[src/rtl/cal_pkg.sv]
`timescale 1ns/1ps
package cal_pkg;
   typedef logic [7:0] bcd8_t;

   localparam bcd8_t LIM_SEC   = 8'h59;
   localparam bcd8_t LIM_MIN   = 8'h59;
   localparam bcd8_t LIM_HOUR  = 8'h23;
   localparam bcd8_t LIM_DOW   = 8'h07;
   localparam bcd8_t LIM_MONTH = 8'h12;
   localparam bcd8_t LIM_YEAR  = 8'h99;
   localparam bcd8_t LIM_CENT  = 8'h99;

   function automatic logic bcd_ok(bcd8_t v);
      return (v[7:4] <= 4'd9) && (v[3:0] <= 4'd9);
   endfunction

   function automatic bcd8_t bcd_inc(bcd8_t v);
      if (v[3:0] >= 4'd9)
         return {v[7:4] + 4'd1, 4'd0};
      return {v[7:4], v[3:0] + 4'd1};
   endfunction
endpackage

[src/rtl/cal_bcd_field.sv]
`timescale 1ns/1ps
module cal_bcd_field #(
   parameter cal_pkg::bcd8_t MIN_VAL = 8'h00,
   parameter cal_pkg::bcd8_t RST_VAL = 8'h00
) (
   input  logic           clk,
   input  logic           rst_n,
   input  logic           ld_i,
   input  cal_pkg::bcd8_t ld_val_i,
   input  logic           inc_i,
   input  cal_pkg::bcd8_t lim_i,
   output cal_pkg::bcd8_t val_o,
   output logic           wrap_o
);
   import cal_pkg::*;

   initial begin
      assert (bcd_ok(MIN_VAL) && bcd_ok(RST_VAL))
         else $error("cal_bcd_field: MIN_VAL and RST_VAL must be valid BCD");
   end

   bcd8_t val_q, val_d;
   logic  at_lim;

   assign at_lim = (val_q >= lim_i);
   assign wrap_o = inc_i & ~ld_i & at_lim;
   assign val_o  = val_q;

   always_comb begin
      val_d = val_q;
      if (ld_i)
         val_d = ld_val_i;
      else if (inc_i)
         val_d = at_lim ? MIN_VAL : bcd_inc(val_q);
   end

   always_ff @(posedge clk or negedge rst_n) begin
      if (!rst_n) val_q <= RST_VAL;
      else        val_q <= val_d;
   end


   rollover_chk: assert property (@(posedge clk) disable iff (!rst_n)
      (inc_i && !ld_i && (val_o >= lim_i)) |=> (val_o == MIN_VAL));


   load_copy_chk: assert property (@(posedge clk) disable iff (!rst_n)
      ld_i |=> (val_o == $past(ld_val_i)));


   idle_hold_chk: assert property (@(posedge clk) disable iff (!rst_n)
      (!inc_i && !ld_i) |=> $stable(val_o));
endmodule

[src/rtl/cal_month_len.sv]
`timescale 1ns/1ps
module cal_month_len (
   input  cal_pkg::bcd8_t month_i,
   input  cal_pkg::bcd8_t year_i,
   output cal_pkg::bcd8_t last_date_o
);
   logic leap;
   logic [3:0] ones;

   assign ones = year_i[3:0];
   // divisible by four: even tens need ones 0/4/8, odd tens need ones 2/6
   assign leap = year_i[4] ? ((ones == 4'd2) || (ones == 4'd6))
                           : ((ones == 4'd0) || (ones == 4'd4) || (ones == 4'd8));

   always_comb begin
      case (month_i)
         8'h02:                      last_date_o = leap ? 8'h29 : 8'h28;
         8'h04, 8'h06, 8'h09, 8'h11: last_date_o = 8'h30;
         default:                    last_date_o = 8'h31;
      endcase
   end
endmodule

[src/rtl/cal_alarm_latch.sv]
`timescale 1ns/1ps
module cal_alarm_latch #(
   parameter int LANES = 4
) (
   input  logic                       clk,
   input  logic                       rst_n,
   input  logic                       adv_i,
   input  cal_pkg::bcd8_t [LANES-1:0] now_i,
   input  cal_pkg::bcd8_t [LANES-1:0] alm_i,
   input  logic                       ack_i,
   output logic                       irq_n_o
);
   initial begin
      assert (LANES >= 1) else $error("cal_alarm_latch: LANES must be at least 1");
   end

   logic [LANES-1:0] lane_eq;
   logic adv_q, hit, flag_q;

   for (genvar g = 0; g < LANES; g++) begin : g_lane
      assign lane_eq[g] = (now_i[g] == alm_i[g]);
   end

   assign hit     = adv_q & (&lane_eq);
   assign irq_n_o = ~flag_q;

   always_ff @(posedge clk or negedge rst_n) begin
      if (!rst_n) begin
         adv_q  <= 1'b0;
         flag_q <= 1'b0;
      end else begin
         adv_q <= adv_i;
         if (hit)        flag_q <= 1'b1;
         else if (ack_i) flag_q <= 1'b0;
      end
   end


   ack_release_chk: assert property (@(posedge clk) disable iff (!rst_n)
      (ack_i && !hit) |=> irq_n_o);


   sticky_low_chk: assert property (@(posedge clk) disable iff (!rst_n)
      (!irq_n_o && !ack_i) |=> !irq_n_o);


   fall_cause_chk: assert property (@(posedge clk) disable iff (!rst_n)
      $fell(irq_n_o) |-> $past(adv_q));
endmodule

[src/rtl/bcd_calendar_core.sv]
`timescale 1ns/1ps
module bcd_calendar_core #(
   parameter logic [7:0] RST_CENT  = 8'h20,
   parameter logic [7:0] RST_YEAR  = 8'h00,
   parameter logic [7:0] RST_MONTH = 8'h01,
   parameter logic [7:0] RST_DATE  = 8'h01,
   parameter logic [7:0] RST_DOW   = 8'h01
) (
   input  logic       clk,
   input  logic       rst_n,
   input  logic       tick_i,
   input  logic       load_i,
   input  logic [7:0] ld_sec_i,
   input  logic [7:0] ld_min_i,
   input  logic [7:0] ld_hour_i,
   input  logic [7:0] ld_dow_i,
   input  logic [7:0] ld_date_i,
   input  logic [7:0] ld_month_i,
   input  logic [7:0] ld_year_i,
   input  logic [7:0] ld_cent_i,
   input  logic [7:0] alm_sec_i,
   input  logic [7:0] alm_min_i,
   input  logic [7:0] alm_hour_i,
   input  logic [7:0] alm_date_i,
   input  logic       irq_ack_i,
   output logic [7:0] sec_o,
   output logic [7:0] min_o,
   output logic [7:0] hour_o,
   output logic [7:0] dow_o,
   output logic [7:0] date_o,
   output logic [7:0] month_o,
   output logic [7:0] year_o,
   output logic [7:0] cent_o,
   output logic       irq_n_o
);
   import cal_pkg::*;

   localparam int ALARM_LANES = 4;

   initial begin
      assert (bcd_ok(RST_CENT) && bcd_ok(RST_YEAR))
         else $error("bcd_calendar_core: reset century/year must be BCD");
      assert ((RST_MONTH >= 8'h01) && (RST_MONTH <= LIM_MONTH) && (RST_DATE >= 8'h01)
              && (RST_DOW >= 8'h01) && (RST_DOW <= LIM_DOW))
         else $error("bcd_calendar_core: reset month/date/day out of range");
   end

   logic  adv;
   logic  sec_wrap, min_wrap, hour_wrap, date_wrap, month_wrap, year_wrap;
   logic  dow_carry_unused, cent_carry_unused;
   bcd8_t last_date;

   assign adv = tick_i & ~load_i;

   cal_bcd_field #(.MIN_VAL(8'h00), .RST_VAL(8'h00)) u_sec (
      .clk(clk), .rst_n(rst_n), .ld_i(load_i), .ld_val_i(ld_sec_i),
      .inc_i(adv), .lim_i(LIM_SEC), .val_o(sec_o), .wrap_o(sec_wrap));

   cal_bcd_field #(.MIN_VAL(8'h00), .RST_VAL(8'h00)) u_min (
      .clk(clk), .rst_n(rst_n), .ld_i(load_i), .ld_val_i(ld_min_i),
      .inc_i(sec_wrap), .lim_i(LIM_MIN), .val_o(min_o), .wrap_o(min_wrap));

   cal_bcd_field #(.MIN_VAL(8'h00), .RST_VAL(8'h00)) u_hour (
      .clk(clk), .rst_n(rst_n), .ld_i(load_i), .ld_val_i(ld_hour_i),
      .inc_i(min_wrap), .lim_i(LIM_HOUR), .val_o(hour_o), .wrap_o(hour_wrap));

   cal_bcd_field #(.MIN_VAL(8'h01), .RST_VAL(RST_DOW)) u_dow (
      .clk(clk), .rst_n(rst_n), .ld_i(load_i), .ld_val_i(ld_dow_i),
      .inc_i(hour_wrap), .lim_i(LIM_DOW), .val_o(dow_o), .wrap_o(dow_carry_unused));

   cal_month_len u_mlen (
      .month_i(month_o), .year_i(year_o), .last_date_o(last_date));

   cal_bcd_field #(.MIN_VAL(8'h01), .RST_VAL(RST_DATE)) u_date (
      .clk(clk), .rst_n(rst_n), .ld_i(load_i), .ld_val_i(ld_date_i),
      .inc_i(hour_wrap), .lim_i(last_date), .val_o(date_o), .wrap_o(date_wrap));

   cal_bcd_field #(.MIN_VAL(8'h01), .RST_VAL(RST_MONTH)) u_month (
      .clk(clk), .rst_n(rst_n), .ld_i(load_i), .ld_val_i(ld_month_i),
      .inc_i(date_wrap), .lim_i(LIM_MONTH), .val_o(month_o), .wrap_o(month_wrap));

   cal_bcd_field #(.MIN_VAL(8'h00), .RST_VAL(RST_YEAR)) u_year (
      .clk(clk), .rst_n(rst_n), .ld_i(load_i), .ld_val_i(ld_year_i),
      .inc_i(month_wrap), .lim_i(LIM_YEAR), .val_o(year_o), .wrap_o(year_wrap));

   cal_bcd_field #(.MIN_VAL(8'h00), .RST_VAL(RST_CENT)) u_cent (
      .clk(clk), .rst_n(rst_n), .ld_i(load_i), .ld_val_i(ld_cent_i),
      .inc_i(year_wrap), .lim_i(LIM_CENT), .val_o(cent_o), .wrap_o(cent_carry_unused));

   cal_alarm_latch #(.LANES(ALARM_LANES)) u_alarm (
      .clk(clk), .rst_n(rst_n), .adv_i(adv),
      .now_i({date_o, hour_o, min_o, sec_o}),
      .alm_i({alm_date_i, alm_hour_i, alm_min_i, alm_sec_i}),
      .ack_i(irq_ack_i), .irq_n_o(irq_n_o));


   min_quiet_chk: assert property (@(posedge clk) disable iff (!rst_n)
      (tick_i && !load_i && (sec_o < 8'h59)) |=> $stable(min_o));


   midnight_date_chk: assert property (@(posedge clk) disable iff (!rst_n)
      (adv && hour_o == 8'h23 && min_o == 8'h59 && sec_o == 8'h59) |=> !$stable(date_o));


   load_no_irq_chk: assert property (@(posedge clk) disable iff (!rst_n)
      (load_i && irq_n_o && !$past(adv)) |=> irq_n_o);
endmodule

[config.mk]
export PLATFORM = sky130hd
export DESIGN_NAME = bcd_calendar_core
export DESIGN_NICKNAME = d
export VERILOG_FILES = /design/src/rtl/cal_pkg.sv /design/src/rtl/cal_bcd_field.sv /design/src/rtl/cal_month_len.sv /design/src/rtl/cal_alarm_latch.sv /design/src/rtl/bcd_calendar_core.sv
export SDC_FILE = /design/constraint.sdc
export NUM_CORES = 1
export LEC_CHECK = 0
export BUFFER_PORTS_ARGS = -buffer_cell sky130_fd_sc_hd__buf_2
export CAP_MARGIN = 25
export CORE_MARGIN = 2
export CORE_UTILIZATION = 53
export CTS_BUF_LIST = sky130_fd_sc_hd__clkbuf_4
export DETAILED_ROUTE_END_ITERATION = 8
export PLACE_DENSITY = 0.84
export SETUP_SLACK_MARGIN = 0.5
export SLEW_MARGIN = 5
export SYNTH_ARGS = -nofsm -noshare
export SYNTH_HDL_FRONTEND = slang
export SYNTH_SLANG_ARGS = --single-unit
[constraint.sdc]
create_clock -name clk -period 4.41 [get_ports clk]
set_clock_uncertainty 0.05 [all_clocks]
set_input_delay 0.2205 -clock clk [delete_from_list [all_inputs] [get_ports clk]]
set_output_delay 0.2205 -clock clk [all_outputs]
set_load 0.02 [all_outputs]
Word level (Yosys, flattened, before mapping)
Index checks and enable logic that the tools add are counted.
{"block": "classes", "n_mux": 69, "order_cmp": 16, "n_addsub": 16, "n_reduce_logical": 30, "n_eq_ne": 13, "bitwise_logic": 16}
{"operator": "2-to-1 mux 8 bit", "n": 40}
{"operator": "adder 4 x 1 -> 4 bit, second input constant", "n": 16}
{"operator": "== test 8 bit", "n": 4}
{"operator": ">= comparator 4 bit, second input constant", "n": 8}
{"operator": "2-to-1 mux 1 bit", "n": 28}
{"operator": "nonzero test 3 bit", "n": 8}
{"operator": "== test 8 x 3 -> 1 bit, second input constant", "n": 2}
{"operator": ">= comparator 8 x 7 -> 1 bit, second input constant", "n": 2}
{"operator": ">= comparator 8 bit, second input constant", "n": 2}
{"operator": "one-hot mux 8 bit (2 select lines)", "n": 1}
{"operator": "AND reduction 2 bit", "n": 8}
{"operator": "nonzero test 2 bit", "n": 8}
{"operator": "AND 1 bit", "n": 14}
{"operator": "== test 4 x 3 -> 1 bit, second input constant", "n": 2}
{"operator": "== test 8 x 2 -> 1 bit, second input constant", "n": 1}
{"operator": "== test 8 x 4 -> 1 bit, second input constant", "n": 1}
{"operator": "== test 8 x 5 -> 1 bit, second input constant", "n": 1}
{"operator": ">= comparator 8 x 3 -> 1 bit, second input constant", "n": 1}
{"operator": ">= comparator 8 x 5 -> 1 bit, second input constant", "n": 1}
{"operator": ">= comparator 8 x 6 -> 1 bit, second input constant", "n": 1}
{"operator": ">= comparator 8 bit", "n": 1}
{"operator": "== test 4 x 2 -> 1 bit, second input constant", "n": 1}
{"operator": "== test 4 bit, second input constant", "n": 1}
{"operator": "zero test 4 bit", "n": 1}
{"operator": "other kinds (4)", "n": 7}
{"block": "word_totals", "ff_bits": 66, "elab_cells": 178, "output_inout_bits": 65}

Depth between registers and ports, before layout
Gate-level depths: netlist of run 1.
{"block": "logic_depth", "depth_word": 20, "ltp_mapped": 14, "mapped_depth_nobuf": 12}

Hierarchy
From an unflattened synthesis of run 1, not the netlist that was laid out.
{"block": "hier_totals", "cells_unflattened": 785, "hier_area_um2": 6934.2}
{"mod": "cal_bcd_field at u_hour ...", "cells_per_inst": 92, "instances": 4, "seq_area_each_um2": 200.2, "area_each_um2": 784.5}
{"mod": "cal_bcd_field at u_date ...", "cells_per_inst": 85, "instances": 3, "seq_area_each_um2": 201.4, "area_each_um2": 813.3}
{"mod": "cal_bcd_field at u_cent", "cells_per_inst": 92, "instances": 1, "seq_area_each_um2": 201.4, "area_each_um2": 785.8}
{"mod": "cal_alarm_latch", "cells_per_inst": 47, "instances": 1, "seq_area_each_um2": 50.0, "area_each_um2": 406.6}
{"mod": "cal_month_len", "cells_per_inst": 20, "instances": 1, "seq_area_each_um2": 0.0, "area_each_um2": 142.6}
{"mod": "bcd_calendar_core", "cells_per_inst": 3, "instances": 1, "seq_area_each_um2": 0.0, "area_each_um2": 21.3}

Worst setup path after synthesis of run 1
OpenSTA, ideal clock, no wires.
{"block": "synth_timing", "path_type": "register to register", "from": "reg u_month.val_q[0] (netlist: u_month.val_o[0])", "to": "reg u_year.val_q[4] (netlist: u_year.val_o[4])", "setup_time_ns": 0.125, "t_required_ns": 4.235, "slack_ns": 1.087, "arrival_ns": 3.148, "path_stages_with_launch": 14, "path_cell_list": "dfstp_2 -> inv_1 -> ha_1 -> o211ai_1 -> a21oi_1 -> o21ai_0 -> mux2_2 -> ha_1 -> or4b_1 -> and4_4 -> buf_6 -> o21ai_4 -> nor3_2 -> mux2_4"}
{"block": "synth_between", "elab_chain_len": 9}
{"item": "start: declaration", "line": "cal_bcd_field.sv:22", "source": "bcd8_t val_q, val_d;"}
{"item": "start signal: assignment", "line": "cal_bcd_field.sv:39", "source": "else val_q <= val_d;"}
{"item": "== test 8 x 3 -> 1 bit (tied with other cells)", "line": "cal_month_len.sv:16", "source": "case (month_i)"}
{"item": "OR reduction 4 bit", "line": "cal_month_len.sv:16"}
{"item": "one-hot mux 8 bit (2 select lines)", "line": "cal_month_len.sv:16"}
{"item": ">= comparator 8 bit", "line": "cal_bcd_field.sv:25", "source": "assign at_lim = (val_q >= lim_i);"}
{"item": "AND 1 bit (2 in a row)", "line": "cal_bcd_field.sv:26", "source": "assign wrap_o = inc_i & ~ld_i & at_lim;"}
{"item": "AND 1 bit (*)", "line": "cal_bcd_field.sv:26"}
{"item": "nonzero test 2 bit (no line) (*)"}
{"item": "AND reduction 2 bit (no line) (*)"}
{"item": "end signal: assignment", "line": "cal_bcd_field.sv:39"}
{"item": "end: declaration", "line": "cal_bcd_field.sv:22"}
Mark *: on every way between the ends. The rest lies on a longest branch, timed or not.
A chain may end at the register's enable or synchronous reset.

Worst setup path after layout of run 1
{"block": "layout_timing", "from": "reg u_month.val_q[0] (netlist: u_month.val_o[0])", "to": "reg u_cent.val_q[1] (netlist: u_cent.val_o[1])"}
{"block": "layout_between", "elab_chain_len": 10}
{"item": "== test 8 x 3 -> 1 bit (tied with other cells)", "line": "cal_month_len.sv:16"}
{"item": "OR reduction 4 bit", "line": "cal_month_len.sv:16"}
{"item": "one-hot mux 8 bit (2 select lines)", "line": "cal_month_len.sv:16"}
{"item": ">= comparator 8 bit", "line": "cal_bcd_field.sv:25"}
{"item": "AND 1 bit (2 in a row)", "line": "cal_bcd_field.sv:26"}
{"item": "AND 1 bit (*) (3 in a row)", "line": "cal_bcd_field.sv:26"}
{"item": "nonzero test 2 bit (no line) (*)"}
{"item": "end signal: assignment", "line": "cal_bcd_field.sv:39"}
{"item": "end: declaration", "line": "cal_bcd_field.sv:22"}
Marked as above.

==> flow_summary.json, run 1 <==
{
  "critical_path.cell_chain": "inv_1 > ha_1 > o211ai_1 > a21oi_1 > o21ai_0 > mux2_2 > ha_1 > or4b_1 > and4_4 > o21ai_4 > or2_0 > o21ai_0",
  "status": "finished clean",
  "yosysTopAreaCell": "dfrtp_1",
  "r2r-end": "u_cent.val_o[1]$_DFFE_PN0P_",
  "avgSynthCellArea_um2": 9.11,
  "r2r-start": "u_month.val_o[0]$_DFFE_PN1P_",
  "dieArea_um2": 10100,
  "insertion_delay_ps": 410,
  "max_slew_margin_pct": 23.3,
  "die-height_um": 100,
  "wl_per_cell_um": 17.5,
  "drc_errors": 0,
  "cp.required_ps": 4640,
  "cp_slowest_cell": "dfstp_2",
  "clkSlewWorstSetupHoldPaths_ps": 110,
  "multiInputGateArea_um2": 3000,
  "antenna_left": 0,
  "irDropWorstVdd_mv": 0.229,
  "cts_made_buffers": 9,
  "rsz0062_at_grt": "no",
  "num_antenna_cells": 0,
  "finalWorstSetupSlack_ps": 764,
  "synth_ff_type": "dfrtp_1",
  "r2r_cells": 12,
  "worst_ep_arrival_time_ps": 3880,
  "worst_pin_slew_ps": 1150,
  "htree_levels": 3,
  "core_um2": 9110,
  "synth.distinct_cells": 73,
  "synth_fp_nets": 689,
  "cts_sinks": 66,
  "syn_inst": 540,
  "maxCapViolCount": 0,
  "ys_ff_latch": 66,
  "max_freq_mhz": 274,
  "cts_max_path_buffers": 2,
  "grt_pass1_vias": 4942,
  "criticalPathCategory": "reg2reg",
  "timing.critical_path.to": "u_cent.val_o[1]$_DFFE_PN0P_",
  "hpwl_mm": 10.8,
  "postCtsSetupRepairBufs": 0,
  "regArea_um2": 1660,
  "cpPeakStageDelay_ps": 610,
  "vias_per_cell": 6.02,
  "drt_iter0_markers": 230,
  "synth_area_um2": 4920,
  "nets": 878,
  "synthDominantCellAreaShare_pct": 31.5,
  "numPortBuffers": 165,
  "crit_start": "u_month.val_o[0]$_DFFE_PN1P_",
  "io_pins": 166,
  "endpoint_kind": "flip-flop",
  "setup_violations": 0,
  "post-route-min-period_ps": 3650,
  "synth_seq_area_share_pct": 33.7,
  "hold_violations": 0,
  "fillCellCount": 734,
  "start_kind": "flip-flop",
  "synth_edf_count": 0,
  "fp.dieW_um": 100,
  "cts_tree": "yes",
  "synthTopCellsByArea": "dfrtp_1 (32%), ha_1 (12%), o21ai_0 (4.6%)",
  "drive_above_1_share_pct": 28.1,
  "holdWs_ps": 11.3,
  "post-place-ws_ps": 801,
  "cts_root_buf": "clkbuf_4",
  "slew_viol_final": 0,
  "period_share_pct": 82.7,
  "grt_usage_pct": 29.1,
  "finalPower_mw": 2.52,
  "place_congestion": 0.860,
  "ys_warn_count": 0,
  "grt_pass1_wl_mm": 23.4,
  "antenna_found_initial": 0,
  "routed_wirelength_mm": 14.7,
  "std_cell_rows": 35,
  "hold_path.class": "in2reg",
  "crit_fanout": 18,
  "powerDensity_nw_per_um2": 408,
  "vias": 5071,
  "p_leak_nw": 2.99,
  "start_util_pct": 54.0,
  "drt_pre_antenna_iters": 5,
  "fin_setup_tns_ps": 0,
  "synthArstFlopShare_pct": 100,
  "post_cts_resized": 0,
  "grt_start_max_net_pins": 38,
  "ctsHoldBuffers": 27,
  "syn_to_final_growth_pct": 25.6,
  "overflow": 0,
  "r2r_setup_slack_ps": 760
}
-- cells in the mapped netlist (all sizes together), types with 7 or more instances --
library cell	instances
a21oi	32
a22oi	8
buf	11
clkbuf	7
dfrtp	62
ha	48
inv	43
nand2	38
nand3	11
nand4	10
nor2	27
nor2b	7
nor3	16
nor4	10
o21ai	48
o31ai	14
xnor2	17
xor2	15
-- layer usage --
metal	global-route usage (%)	up-vias	share of wire [%]
met4	8.32	0	1.5
met1	36.5	2418	41
met5	0	-	0
met3	5.85	22	7.9
li1	-	2388	-
met2	50.9	243	50
-- worst max-delay path, delay by kind of cell (launching register included) --
kind | cells | cell delay (ps)
adder cells (fa/ha/maj) | 2 | 460
AND/OR/NAND/NOR | 3 | 1080
multiplexers | 1 | 180
AO/OA/AOI/OAI | 5 | 1050
flip-flops | 1 | 610
buffers and inverters | 1 | 90
-- through the flow --
stage	instance area, µm²	cells	util [%]
2_1_floorplan	4920	540	-
3_5_place_dp	5810	801	63.8
3_3_place_gp	5810	801	63.8
6_report	6180	843	67.9
5_1_grt	6180	843	67.9
4_1_cts	6170	842	67.7
-- cell families (layout without fill, tap and decap cells) --
| kind of cell | Yosys count | in the layout | share of synthesized area [%] |
|---|---|---|---|
| mux | 10 | 10 | 2.26 |
| compound gates | 172 | 172 | 24.3 |
| xor+xnor | 32 | 32 | 5.70 |
| buf+inv | 61 | 253 | 5.29 |
| flops | 66 | 66 | 33.7 |
| fa+ha+maj | 48 | 48 | 12.2 |
| simple gates | 151 | 151 | 16.6 |
-- where the power goes --
part           leakage, nW  switching [mW]  internal (mW)
Sequential           0.809           0.250          0.754
Clock               0.0586           0.221          0.104
Combinational         2.12           0.712          0.484
-- layout make-up --
class                   instances  area share, %
inverters                      43           2.61
repair buffers                196           18.3
clock inverters                 5          0.385
clock buffers                   9           1.09
flip-flops and latches         66           26.8
well taps                     111           2.25
multi-input cells             413           48.6
-- state kept, by name, summed over array words and instances (netlist names) --
signal,flops
u_sec.val_o,8
u_year.val_o,8
u_hour.val_o,8
u_dow.val_o,8
u_cent.val_o,8
u_alarm.flag_q,1
u_date.val_o,8
u_month.val_o,8
u_alarm.adv_q,1
u_min.val_o,8
-- cell usage in the layout (no fill, tap or decap), types with 4 or more instances in the layout --
master and instances:
a21o_1 5, a21oi_1 32, a221o_1 6, a22o_1 6
a22oi_1 8, a2bb2oi_1 4, a31oi_1 4, a32oi_1 6
buf_2 165, clkbuf_4 9, clkinv_2 4, dfrtp_1 62
dfstp_2 4, dlygate4sd3_1 28, ha_1 48, inv_1 42
mux2_2 4, mux2i_1 4, nand2_1 38, nand2b_1 4
nand3_1 11, nand3b_1 4, nand4_1 10, nor2_1 26
nor2b_1 7, nor3_1 14, nor3b_1 4, nor4_1 10
o211ai_1 5, o21ai_0 45, o31ai_1 14, o41ai_1 6
xnor2_1 17, xor2_1 15
-- worst min path at each step --
stage | startpoint | to | slack [ps] | depth (start not counted)
3_3_place_gp | rst_n | u_hour.val_o[2]$_DFFE_PN0P_ | 280 | 1
4_1_cts | ld_hour_i[3] | u_hour.val_o[3]$_DFFE_PN0P_ | 1 | 3
6_report | ld_hour_i[7] | u_hour.val_o[7]$_DFFE_PN0P_ | 10 | 3
3_5_place_dp | rst_n | u_hour.val_o[6]$_DFFE_PN0P_ | 290 | 1
2_1_floorplan | rst_n | u_alarm.adv_q$_DFF_PN0_ | -130 | 0
5_1_grt | ld_hour_i[5] | u_hour.val_o[5]$_DFFE_PN0P_ | 20 | 3
No activity file was read; power rests on OpenSTA's default activity.
==> run 2: changes to the inputs <==
Settings changed: ABC_AREA set to 1, PLACE_DENSITY 0.84 to 0.83.
Clock period 4.41 ns to 3.69 ns, I/O delays scaled along.
==> flow_summary.json, run 2 <==
{
  "std_cell_rows": 35,
  "rsz0062_at_grt": "no",
  "dieArea_um2": 10300,
  "regArea_um2": 1660,
  "syn_inst": 672,
  "synth_area_um2": 5030,
  "synthArstFlopShare_pct": 100,
  "final_common_cell": "nand2_1",
  "synth_xor_area_share_pct": 5.40,
  "powerDensity_nw_per_um2": 430,
  "hold_violations": 0,
  "synth.cells.most_frequent": "nand2_1 (176), inv_1 (72), dfrtp_1 (62)",
  "grt_pass1_vias": 5110,
  "slew_viol_final": 0,
  "cts_tree": "yes",
  "criticalPathCategory": "reg2reg",
  "finalPower_mw": 2.77,
  "cpPeakStageDelay_ps": 580,
  "clkSlewWorstSetupHoldPaths_ps": 120,
  "fillCellCount": 777,
  "drt_pre_antenna_iters": 4,
  "p_leak_nw": 3.37,
  "yosysTopAreaCell": "dfrtp_1",
  "max_slew_margin_pct": 40.3,
  "fin_setup_tns_ps": 0,
  "place_congestion": 0.921,
  "ys_warn_count": 0,
  "synth_fp_nets": 821,
  "worst_pin_slew_ps": 896,
  "antenna_left": 0,
  "synth_most_common_cell": "nand2_1",
  "avgSynthCellArea_um2": 7.48,
  "synth_ff_type": "dfrtp_1",
  "cp_slowest_cell": "dfstp_2",
  "crit_fanout": 10,
  "grt_pass1_wl_mm": 23.6,
  "insertion_delay_ps": 420,
  "cts_max_path_buffers": 2,
  "cts_sinks": 66,
  "ys_ff_latch": 66,
  "worst_ep_arrival_time_ps": 3270,
  "synth.area.mux_share_pct": 0,
  "synthDominantCellAreaShare_pct": 30.9,
  "setup_violations": 0,
  "cts_root_buf": "clkbuf_4",
  "overflow": 0,
  "io_pins": 166,
  "status": "finished clean",
  "fp.dieW_um": 101,
  "grt_usage_pct": 28.8,
  "num_antenna_cells": 0,
  "hold_path.class": "in2reg",
  "die-height_um": 101,
  "drt_iter0_markers": 304,
  "max_freq_mhz": 335,
  "antenna_found_initial": 0,
  "synth.distinct_cells": 47,
  "vias": 5386,
  "routed_wirelength_mm": 14.8,
  "core_um2": 9240,
  "layout_common_cells": "nand2_1 (175), buf_2 (165), inv_1 (72)",
  "drc_errors": 0,
  "multiInputGateArea_um2": 3080,
  "synth_compound_area_share_pct": 13.7,
  "cts_made_buffers": 9,
  "period_share_pct": 80.9,
  "cp.required_ps": 3970,
  "htree_levels": 3,
  "start_util_pct": 54.4,
  "maxCapViolCount": 0,
  "post-route-min-period_ps": 2980,
  "critical_path.cell_chain": "inv_1 > ha_1 > o21ai_0 > o21ai_1 > a32oi_1 > nor2_1 > a31oi_1 > ha_1 > inv_1 > nor2_1 > nand3_1 > nand3_4 > nand4_4 > nand2_8 > nand2_8 > nand2_1 > o21ai_1",
  "wl_per_cell_um": 14.7,
  "synth_seq_area_share_pct": 32.9,
  "drive_above_1_share_pct": 26.1,
  "vias_per_cell": 5.37,
  "irDropWorstVdd_mv": 0.208,
  "numPortBuffers": 165,
  "endpoint_kind": "flip-flop",
  "synth_fa_ha_area_share_pct": 11.9,
  "synth_top_family_by_area": "simple AND/OR/NAND/NOR gates",
  "start_kind": "flip-flop",
  "synthTopCellsByArea": "dfrtp_1 (31%), nand2_1 (13%), ha_1 (12%)",
  "synth_edf_count": 0,
  "grt_start_max_net_pins": 39,
  "nets": 1018,
  "hpwl_mm": 10.9,
  "synth-simple-area-share_pct": 29.0,
  "syn_to_final_growth_pct": 28.0
}
==> run 2: changes by cell type in the layout (fill, tap and decap cells not counted), sizes merged, moves of 6 or more <==
cell   previous run  this run
nor2             27        51
inv              43        76
a221o             6         0
o41ai             6         0
o21ai            48        62
nand3            11        52
nand2            38       187
nor2b             7         0
a21oi            32        18
mux2              6         0
nor4             10         2
o31ai            14         2
==> run 2: logic make-up after synthesis <==
group,Yosys count
AOI/OAI and AO/OA,114
xor gates and xnor gates,31
adders and majority gates,48
buffers and inverters,90
DFF,66
and+or+nand+nor,323
==> run 2: final cells by class <==
cell class	count	share of cell area (%)
Inverter	77	4.49
Clock inverter	6	0.525
Multi-Input combinational cell	517	47.9
Timing Repair Buffer	198	17.7
Tap cell	129	2.51
Clock buffer	10	1.17
Sequential cell	66	25.7
==> run 2: repair_timing <==
action | 4_1_cts | 5_1_grt
setup buffers | 0 | 3
hold endpoints to repair | 61 | 0
endpoints found under the setup margin | 0 | 31
gates resized for setup | 0 | 10
hold buffers | 27 | 0
==> run 2: critical path, delay by kind of cell (launching register included) <==
family / cells / cell delay (ps)
adder cells (fa/ha/maj): 2 / 470
AND/OR/NAND/NOR: 8 / 880
flip-flops: 1 / 580
AO/OA/AOI/OAI: 5 / 770
buffers and inverters: 2 / 150
==> run 2: where the power goes <==
part / switching (mW) / total (mW) / internal (mW)
registers: 0.232 / 1.10 / 0.867
logic: 0.783 / 1.25 / 0.472
clock network: 0.272 / 0.412 / 0.140
total: 1.29 / 2.77 / 1.48
==> run 2: metal layers <==
layer | GRT usage [%] | share of wire (%) | vias to the layer above
met4 | 13.7 | 3.5 | 0
met3 | 4.62 | 6.4 | 49
met2 | 46.6 | 48 | 229
met5 | 0 | 0 | -
met1 | 37.7 | 42 | 2496
li1 | - | - | 2612
==> run 2: final timing paths <==
| path | cells after the start | slack (ps) | startpoint | endpoint |
|---|---|---|---|---|
| min reg2reg | 2 | 480 | u_cent.val_o[5]$_DFFE_PN1P_ | u_cent.val_o[5]$_DFFE_PN1P_ |
| min in group asynchronous | 2 | 360 | rst_n | u_sec.val_o[2]$_DFFE_PN0P_ |
| max reg2reg | 17 | 710 | u_month.val_o[0]$_DFFE_PN1P_ | u_year.val_o[4]$_DFFE_PN0P_ |
| max | 17 | 710 | u_month.val_o[0]$_DFFE_PN1P_ | u_year.val_o[4]$_DFFE_PN0P_ |
| max in group asynchronous | 3 | 2260 | rst_n | u_month.val_o[0]$_DFFE_PN1P_ |
| min | 3 | 10 | ld_sec_i[4] | u_sec.val_o[4]$_DFFE_PN0P_ |
==> run 2: through the flow <==
step | setup WS (ps) | utilization (%) | cell area, µm² | hold WS (ps) | instances
3_3_place_gp | 894 | 64.6 | 5970 | 298 | 956
2_1_floorplan | 971 | - | 5030 | -161 | 672
5_1_grt | 405 | 69.7 | 6440 | 4.67 | 1003
3_5_place_dp | 671 | 64.6 | 5970 | 307 | 956
4_1_cts | 598 | 68.7 | 6350 | 6.66 | 999
6_report | 706 | 69.7 | 6440 | 10.6 | 1003
